<file path="src/rtl/kwg_pkg.sv">
package kwg_pkg;
  typedef enum logic {
    KWG_LEVEL = 1'b0,
    KWG_EDGE  = 1'b1
  } kwg_mode_e;
endpackage

</file>
<file path="src/rtl/kwg_sync.sv">
module kwg_sync #(
  parameter int W      = 8,
  parameter int STAGES = 2
) (
  input  logic         clk,
  input  logic         rst_n,
  input  logic [W-1:0] d_i,
  output logic [W-1:0] q_o
);
  logic [W-1:0] st [STAGES];

  always_ff @(posedge clk or negedge rst_n) begin
    if (!rst_n) st[0] <= '0;
    else        st[0] <= d_i;
  end

  for (genvar s = 1; s < STAGES; s++) begin : g_stage
    always_ff @(posedge clk or negedge rst_n) begin
      if (!rst_n) st[s] <= '0;
      else        st[s] <= st[s-1];
    end
  end

  assign q_o = st[STAGES-1];
endmodule

</file>
<file path="src/rtl/kwg_qualify.sv">
module kwg_qualify #(
  parameter int NLINES = 8,
  parameter int NLOW   = 4,
  localparam int NHIGH = NLINES - NLOW
) (
  input  logic [NLINES-1:0] line_i,
  input  logic [NLINES-1:0] gate_i,
  input  logic [NHIGH-1:0]  lvl_i,
  output logic [NLINES-1:0] hit_o,
  output logic              any_o
);
  // Active-low source test for the fixed-polarity lines
  function automatic logic low_hit(input logic l, input logic g);
    return g & ~l;
  endfunction

  // Match test for the programmable-level lines
  function automatic logic match_hit(input logic l, input logic e, input logic g);
    return g & (l ~^ e);
  endfunction

  for (genvar i = 0; i < NLINES; i++) begin : g_line
    if (i < NLOW) begin : g_low
      assign hit_o[i] = low_hit(line_i[i], gate_i[i]);
    end else begin : g_match
      assign hit_o[i] = match_hit(line_i[i], lvl_i[i-NLOW], gate_i[i]);
    end
  end

  assign any_o = |hit_o;

  // a masked-off line never yields a source
  always_comb begin
    p_gate_blocks_r1: assert (((hit_o & ~gate_i) == '0));
  end
endmodule

</file>
<file path="src/rtl/kwg_flag.sv">
module kwg_flag
  import kwg_pkg::*;
(
  input  logic      clk,
  input  logic      rst_n,
  input  kwg_mode_e mode_i,
  input  logic      req_i,
  input  logic      sw_set_i,
  input  logic      sw_clr_i,
  input  logic      ack_i,
  output logic      rise_o,
  output logic      flag_o
);
  logic req_q;
  logic flag_d;

  always_ff @(posedge clk or negedge rst_n) begin
    if (!rst_n) req_q <= 1'b0;
    else        req_q <= req_i;
  end

  assign rise_o = req_i & ~req_q;

  always_comb begin
    if (mode_i == KWG_EDGE)
      flag_d = rise_o | sw_set_i | (flag_o & ~ack_i & ~sw_clr_i);
    else
      flag_d = req_i | sw_set_i;
  end

  always_ff @(posedge clk or negedge rst_n) begin
    if (!rst_n) flag_o <= 1'b0;
    else        flag_o <= flag_d;
  end

  // an edge-mode rise always lands in the flag, acknowledge or not
  p_rise_sets_r6: assert property (@(posedge clk) disable iff (!rst_n)
    (mode_i == KWG_EDGE && rise_o) |=> flag_o);

  // acknowledge without a competing set clears the flag
  p_ack_clears_r5: assert property (@(posedge clk) disable iff (!rst_n)
    (mode_i == KWG_EDGE && ack_i && !rise_o && !sw_set_i) |=> !flag_o);

  // software clear in edge mode
  p_sw_clr_r7: assert property (@(posedge clk) disable iff (!rst_n)
    (mode_i == KWG_EDGE && sw_clr_i && !rise_o && !sw_set_i) |=> !flag_o);

  // software set wins in either mode
  p_sw_set_r7: assert property (@(posedge clk) disable iff (!rst_n)
    sw_set_i |=> flag_o);

  // level mode tracks the request
  p_level_track_r4: assert property (@(posedge clk) disable iff (!rst_n)
    (mode_i == KWG_LEVEL && !sw_set_i) |=> (flag_o == $past(req_i)));

  // an edge-mode flag only appears with a cause
  p_flag_cause_r5: assert property (@(posedge clk) disable iff (!rst_n)
    ($rose(flag_o) && $past(mode_i) == KWG_EDGE) |-> $past(rise_o || sw_set_i));
endmodule

</file>
<file path="src/rtl/kpd_wake_gate.sv">
module kpd_wake_gate
  import kwg_pkg::*;
#(
  parameter int NLINES  = 8,
  parameter int NLOW    = 4,
  parameter int NSTAGES = 2,
  localparam int NHIGH  = NLINES - NLOW
) (
  input  logic              clk,
  input  logic              rst_n,
  input  logic [NLINES-1:0] line_i,
  input  logic              cfg_we_i,
  input  logic [NLINES-1:0] cfg_gate_i,
  input  logic [NHIGH-1:0]  cfg_lvl_i,
  input  logic              cfg_edge_i,
  input  logic              sw_set_i,
  input  logic              sw_clr_i,
  input  logic              vec_ack_i,
  output logic              irq_o,
  output logic              wake_o
);
  logic [NLINES-1:0] gate_q;
  logic [NHIGH-1:0]  lvl_q;
  kwg_mode_e         mode_q;
  logic [NLINES-1:0] line_s;
  logic [NLINES-1:0] src_hit;
  logic              req_any;
  logic              req_rise;
  logic              flag_q;

  always_ff @(posedge clk or negedge rst_n) begin
    if (!rst_n) begin
      gate_q <= '0;
      lvl_q  <= '0;
      mode_q <= KWG_LEVEL;
    end else if (cfg_we_i) begin
      gate_q <= cfg_gate_i;
      lvl_q  <= cfg_lvl_i;
      mode_q <= kwg_mode_e'(cfg_edge_i);
    end
  end

  kwg_sync #(.W(NLINES), .STAGES(NSTAGES)) sync_i (
    .clk  (clk),
    .rst_n(rst_n),
    .d_i  (line_i),
    .q_o  (line_s)
  );

  kwg_qualify #(.NLINES(NLINES), .NLOW(NLOW)) qual_i (
    .line_i(line_s),
    .gate_i(gate_q),
    .lvl_i (lvl_q),
    .hit_o (src_hit),
    .any_o (req_any)
  );

  kwg_flag flag_i (
    .clk     (clk),
    .rst_n   (rst_n),
    .mode_i  (mode_q),
    .req_i   (req_any),
    .sw_set_i(sw_set_i),
    .sw_clr_i(sw_clr_i),
    .ack_i   (vec_ack_i),
    .rise_o  (req_rise),
    .flag_o  (flag_q)
  );

  assign irq_o  = flag_q;
  assign wake_o = req_any;

  // wake is present whenever the flag was just raised by hardware
  p_rise_has_wake_r9: assert property (@(posedge clk) disable iff (!rst_n)
    req_rise |-> wake_o);

  // in level mode a wake indication becomes a request one edge later
  p_wake_to_irq_r4: assert property (@(posedge clk) disable iff (!rst_n)
    (mode_q == KWG_LEVEL && wake_o) |=> irq_o);
endmodule

</file>
<file path="config.mk">
export PLATFORM = sky130hd
export DESIGN_NAME = kpd_wake_gate
export DESIGN_NICKNAME = d
export VERILOG_FILES = /design/src/rtl/kwg_pkg.sv /design/src/rtl/kwg_sync.sv /design/src/rtl/kwg_qualify.sv /design/src/rtl/kwg_flag.sv /design/src/rtl/kpd_wake_gate.sv
export SDC_FILE = /design/constraint.sdc
export NUM_CORES = 1
export LEC_CHECK = 0
export ABC_AREA = 1
export BUFFER_PORTS_ARGS = -buffer_cell sky130_fd_sc_hd__buf_2
export CAP_MARGIN = 10
export CORE_MARGIN = 1.5
export CORE_UTILIZATION = 40
export DETAILED_ROUTE_END_ITERATION = 10
export PLACE_DENSITY = 0.63
export SYNTH_ARGS = -nofsm -noshare
export SYNTH_HDL_FRONTEND = slang
export SYNTH_SLANG_ARGS = --single-unit
</file>
<file path="constraint.sdc">
create_clock -name clk -period 2 [get_ports clk]
set_clock_uncertainty 0.05 [all_clocks]
set_input_delay 0.4 -clock clk [delete_from_list [all_inputs] [get_ports clk]]
set_output_delay 0.4 -clock clk [all_outputs]
set_load 0.05 [all_outputs]
</file>
==> impl_metrics.xml <==
<?xml version="1.0" encoding="UTF-8"?>
<metrics>
  <group name="timing">
    <metric name="finalSetupTns" unit="ns">0</metric>
    <metric name="rsz0062_at_grt" unit="">false</metric>
    <metric name="final_hold_viol_count" unit="">0</metric>
    <metric name="slew_headroom" unit="%">55.8</metric>
    <metric name="report.final.slew_viol_count" unit="">0</metric>
    <metric name="fin_hold_ws" unit="ns">0.0505</metric>
    <metric name="fin_crit" unit="ns">1.80</metric>
    <metric name="fmax" unit="GHz">0.557</metric>
    <metric name="setup_violations" unit="">0</metric>
    <metric name="final.setup.worst_slack" unit="ns">0.204</metric>
    <metric name="worst-slew-pin-transition" unit="ns">0.663</metric>
    <metric name="post-route-period-util" unit="%">89.8</metric>
  </group>
  <group name="hold_path">
    <metric name="min_path_type" unit="">input port to asynchronous set/reset pin</metric>
  </group>
  <group name="synthesis">
    <metric name="synth_sequential_area_ratio" unit="%">70.7</metric>
    <metric name="postSynthRegisterBits" unit="">31</metric>
    <metric name="ys_top_cells_by_count" unit="">sky130_fd_sc_hd__dfrtp_1 (31), sky130_fd_sc_hd__nand2_1 (23), sky130_fd_sc_hd__inv_1 (14), sky130_fd_sc_hd__mux2_2 (8), sky130_fd_sc_hd__nor2_1 (6)</metric>
    <metric name="number_of_enable_flip_flop_cells_after_synthesis" unit="">0</metric>
    <metric name="syn-num-nets" unit="">121</metric>
    <metric name="yosys-top-cells-area" unit="">sky130_fd_sc_hd__dfrtp_1 (71%), sky130_fd_sc_hd__mux2_2 (8.2%), sky130_fd_sc_hd__nand2_1 (7.9%), sky130_fd_sc_hd__inv_1 (4.8%), sky130_fd_sc_hd__o21ai_0 (2.3%)</metric>
    <metric name="synthDominantCellAreaShare" unit="%">70.7</metric>
    <metric name="async_set_reset_flop_share_out_of_synthesis" unit="%">100</metric>
    <metric name="synth.avg_cell_area" unit="sq um">11.7</metric>
    <metric name="netlist_area" unit="sq mm">0.00110</metric>
    <metric name="synth.yosys.warnings" unit="">0</metric>
    <metric name="syn-instance-count" unit="">94</metric>
    <metric name="synth_top_area_cell" unit="">sky130_fd_sc_hd__dfrtp_1</metric>
    <metric name="synth_top_flop_cell" unit="">sky130_fd_sc_hd__dfrtp_1</metric>
    <metric name="synthMostInstantiatedCell" unit="">sky130_fd_sc_hd__dfrtp_1</metric>
    <metric name="synth.lib_cells_used.distinct" unit="">12</metric>
  </group>
  <group name="power_and_ir_drop">
    <metric name="finalPower" unit="uW">1220</metric>
    <metric name="power_density" unit="mW/mm^2">915</metric>
    <metric name="power.static_leakage" unit="uW">0.000695</metric>
    <metric name="irDropWorstVdd" unit="uV">558</metric>
  </group>
  <group name="grt">
    <metric name="first_global_vias" unit="">710</metric>
    <metric name="grt_start_max_net_pins" unit="">32</metric>
    <metric name="globalRoute.totalOverflow" unit="">0</metric>
    <metric name="initial_antenna_violation_count" unit="">0</metric>
    <metric name="global_route_wire_length_before_repair" unit="um">3040</metric>
    <metric name="gr-usage-all-layers" unit="%">13.1</metric>
  </group>
  <group name="floorplanning">
    <metric name="core_region_area" unit="sq mm">0.00254</metric>
    <metric name="boundaryPins" unit="">29</metric>
    <metric name="floorplan.die.height" unit="um">55.4</metric>
    <metric name="die-area" unit="sq mm">0.00307</metric>
    <metric name="die_w" unit="um">55.4</metric>
    <metric name="placement_rows" unit="">18</metric>
    <metric name="initial_util" unit="%">43.1</metric>
  </group>
  <group name="critical_path">
    <metric name="delay_of_the_slowest_cell_on_the_worst_path" unit="ns">0.40</metric>
    <metric name="crit_chain" unit="">inv_1 -&gt; o21ai_2 -&gt; nor2_1 -&gt; nor2_1 -&gt; nand2_1 -&gt; buf_2</metric>
    <metric name="crit_buf_inv" unit="">2</metric>
    <metric name="path_common_cell" unit="">sky130_fd_sc_hd__nor2_1</metric>
    <metric name="cpLargestDelayFamily" unit="">flip-flops</metric>
    <metric name="cp.required" unit="ns">1.55</metric>
    <metric name="worstPathMaxFanout" unit="">3</metric>
    <metric name="criticalPathCategory" unit="">flop to output pin</metric>
    <metric name="crit_path_top_delay_cell" unit="">sky130_fd_sc_hd__dfrtp_1</metric>
    <metric name="worstSetupEndpointType" unit="">output pin</metric>
    <metric name="critPathLaunchType" unit="">flop</metric>
    <metric name="arrival" unit="ns">1.35</metric>
  </group>
  <group name="layout">
    <metric name="final_net_count" unit="">154</metric>
    <metric name="num-fill-cells" unit="">241</metric>
    <metric name="area.growth.synth_to_final" unit="%">21.0</metric>
    <metric name="stdcell_count" unit="">158</metric>
    <metric name="fraction_of_layout_instances_using_a_drive_strength_above_1" unit="%">34.4</metric>
    <metric name="antennaDiodeCount" unit="">0</metric>
  </group>
  <group name="status">
    <metric name="run_status" unit="">finished clean</metric>
  </group>
  <group name="placement">
    <metric name="place.port_buffers" unit="">28</metric>
    <metric name="place.detailed.instances" unit="">150</metric>
    <metric name="dpl_worst_slack" unit="ns">0.539</metric>
    <metric name="gpl.final_weighted_congestion" unit="">0.661</metric>
    <metric name="place.detailed.hpwl" unit="um">1180</metric>
  </group>
  <group name="cts">
    <metric name="cts_num_sinks" unit="">31</metric>
    <metric name="cts_tree" unit="">built</metric>
    <metric name="cts-resized-gates" unit="">0</metric>
    <metric name="cts_post_setup_buffers_inserted" unit="">0</metric>
    <metric name="cts.clk_slew.worst_paths" unit="ns">0.09</metric>
    <metric name="clock-root-buffer" unit="">sky130_fd_sc_hd__clkbuf_4</metric>
    <metric name="h_tree_levels" unit="">2</metric>
    <metric name="cts_made_buffers" unit="">5</metric>
    <metric name="cts_hold_buf" unit="">0</metric>
    <metric name="insertion_delay" unit="ns">0.31</metric>
    <metric name="clock_path_buffers" unit="">2</metric>
  </group>
  <group name="job">
    <metric name="max_cap_violations" unit="">0</metric>
  </group>
  <group name="routing">
    <metric name="antenna_violating_nets_post_route" unit="">0</metric>
    <metric name="totalWireLength" unit="um">1650</metric>
    <metric name="wl_per_cell" unit="um">10.5</metric>
    <metric name="dr_total_vias" unit="">693</metric>
    <metric name="post_detailed_route_drc_marker_count" unit="">0</metric>
    <metric name="firstDrtPassIters" unit="">3</metric>
    <metric name="drt_first_iter_violations" unit="">15</metric>
    <metric name="post_drt_via_cell_ratio" unit="">4.39</metric>
  </group>
</metrics>
layout make-up:
class	instances	area (sq um)	area share (%)
Clock buffer	8	68.8	5.18
Inverter	14	52.6	3.96
Multi-Input combinational cell	47	253	19.0
Sequential cell	31	776	58.4
Tap cell	30	37.5	2.83
Timing Repair Buffer	28	140	10.6
cell usage in the layout (no fill, tap or decap), drive strengths merged:
cell type,netlist,final
dfrtp,31,31
inv,14,14
nor2,6,6
o21ai,6,6
nand2,23,23
a21oi,1,1
mux2,8,8
buf,2,28
nand3,2,2
clkbuf,0,8
nor3,1,1
per-stage QoR:
step / area, sq um / util [%]
6_report: 1330 / 52.2
5_1_grt: 1330 / 52.2
4_1_cts: 1330 / 52.2
3_5_place_dp: 1260 / 49.5
3_3_place_gp: 1260 / 49.5
2_1_floorplan: 1100 / -
state kept, by name, summed over array words and instances (netlist names):
| name | cells |
|---|---|
| mode_q | 1 |
| flag_i.flag_o | 1 |
| flag_i.req_q | 1 |
| sync_i.q_o | 8 |
| sync_i.st | 8 |
| lvl_q | 4 |
| gate_q | 8 |
power by group:
part | total, uW | switching (uW) | leakage, uW | internal (uW)
Combinational | 120 | 67.0 | 0.000297 | 52.9
Clock | 405 | 198 | 0.0000386 | 207
Sequential | 691 | 19.0 | 0.000360 | 672
Total | 1220 | 284 | 0.000695 | 931
metal layers:
layer | vias to the layer above | wire [um] | GRT usage (%)
met5 | - | 0 | 0
met4 | 0 | 27 | 6.27
met1 | 312 | 703 | 15.5
li1 | 353 | - | -
met3 | 5 | 118 | 7.03
met2 | 23 | 801 | 19.6
kinds of logic after synthesis:
group,Yosys count,synth area share (%)
and+or+nand+nor,32,11.3
DFF,31,70.7
buffers and inverters,16,6.27
muxes,8,8.21
AOI/OAI and AO/OA,7,3.53
path summary, 6_finish.rpt:
| kind | start | to | slack [ns] | cells after the start |
|---|---|---|---|---|
| worst max-delay path | lvl_q[1] | wake_o | 0.20 | 6 |
| worst min-delay path | rst_n | sync_i.q_o[5] | 0.05 | 1 |
| worst max register to register | lvl_q[2] | flag_i.flag_o | 0.94 | 8 |
| worst min register to register | sync_i.st[10] | sync_i.q_o[2] | 0.30 | 0 |
| max in group asynchronous | rst_n | sync_i.st[15] | 1.42 | 1 |
| min in group clk | line_i[3] | sync_i.st[11] | 0.12 | 1 |
Power figures use the tool's default switching activity.
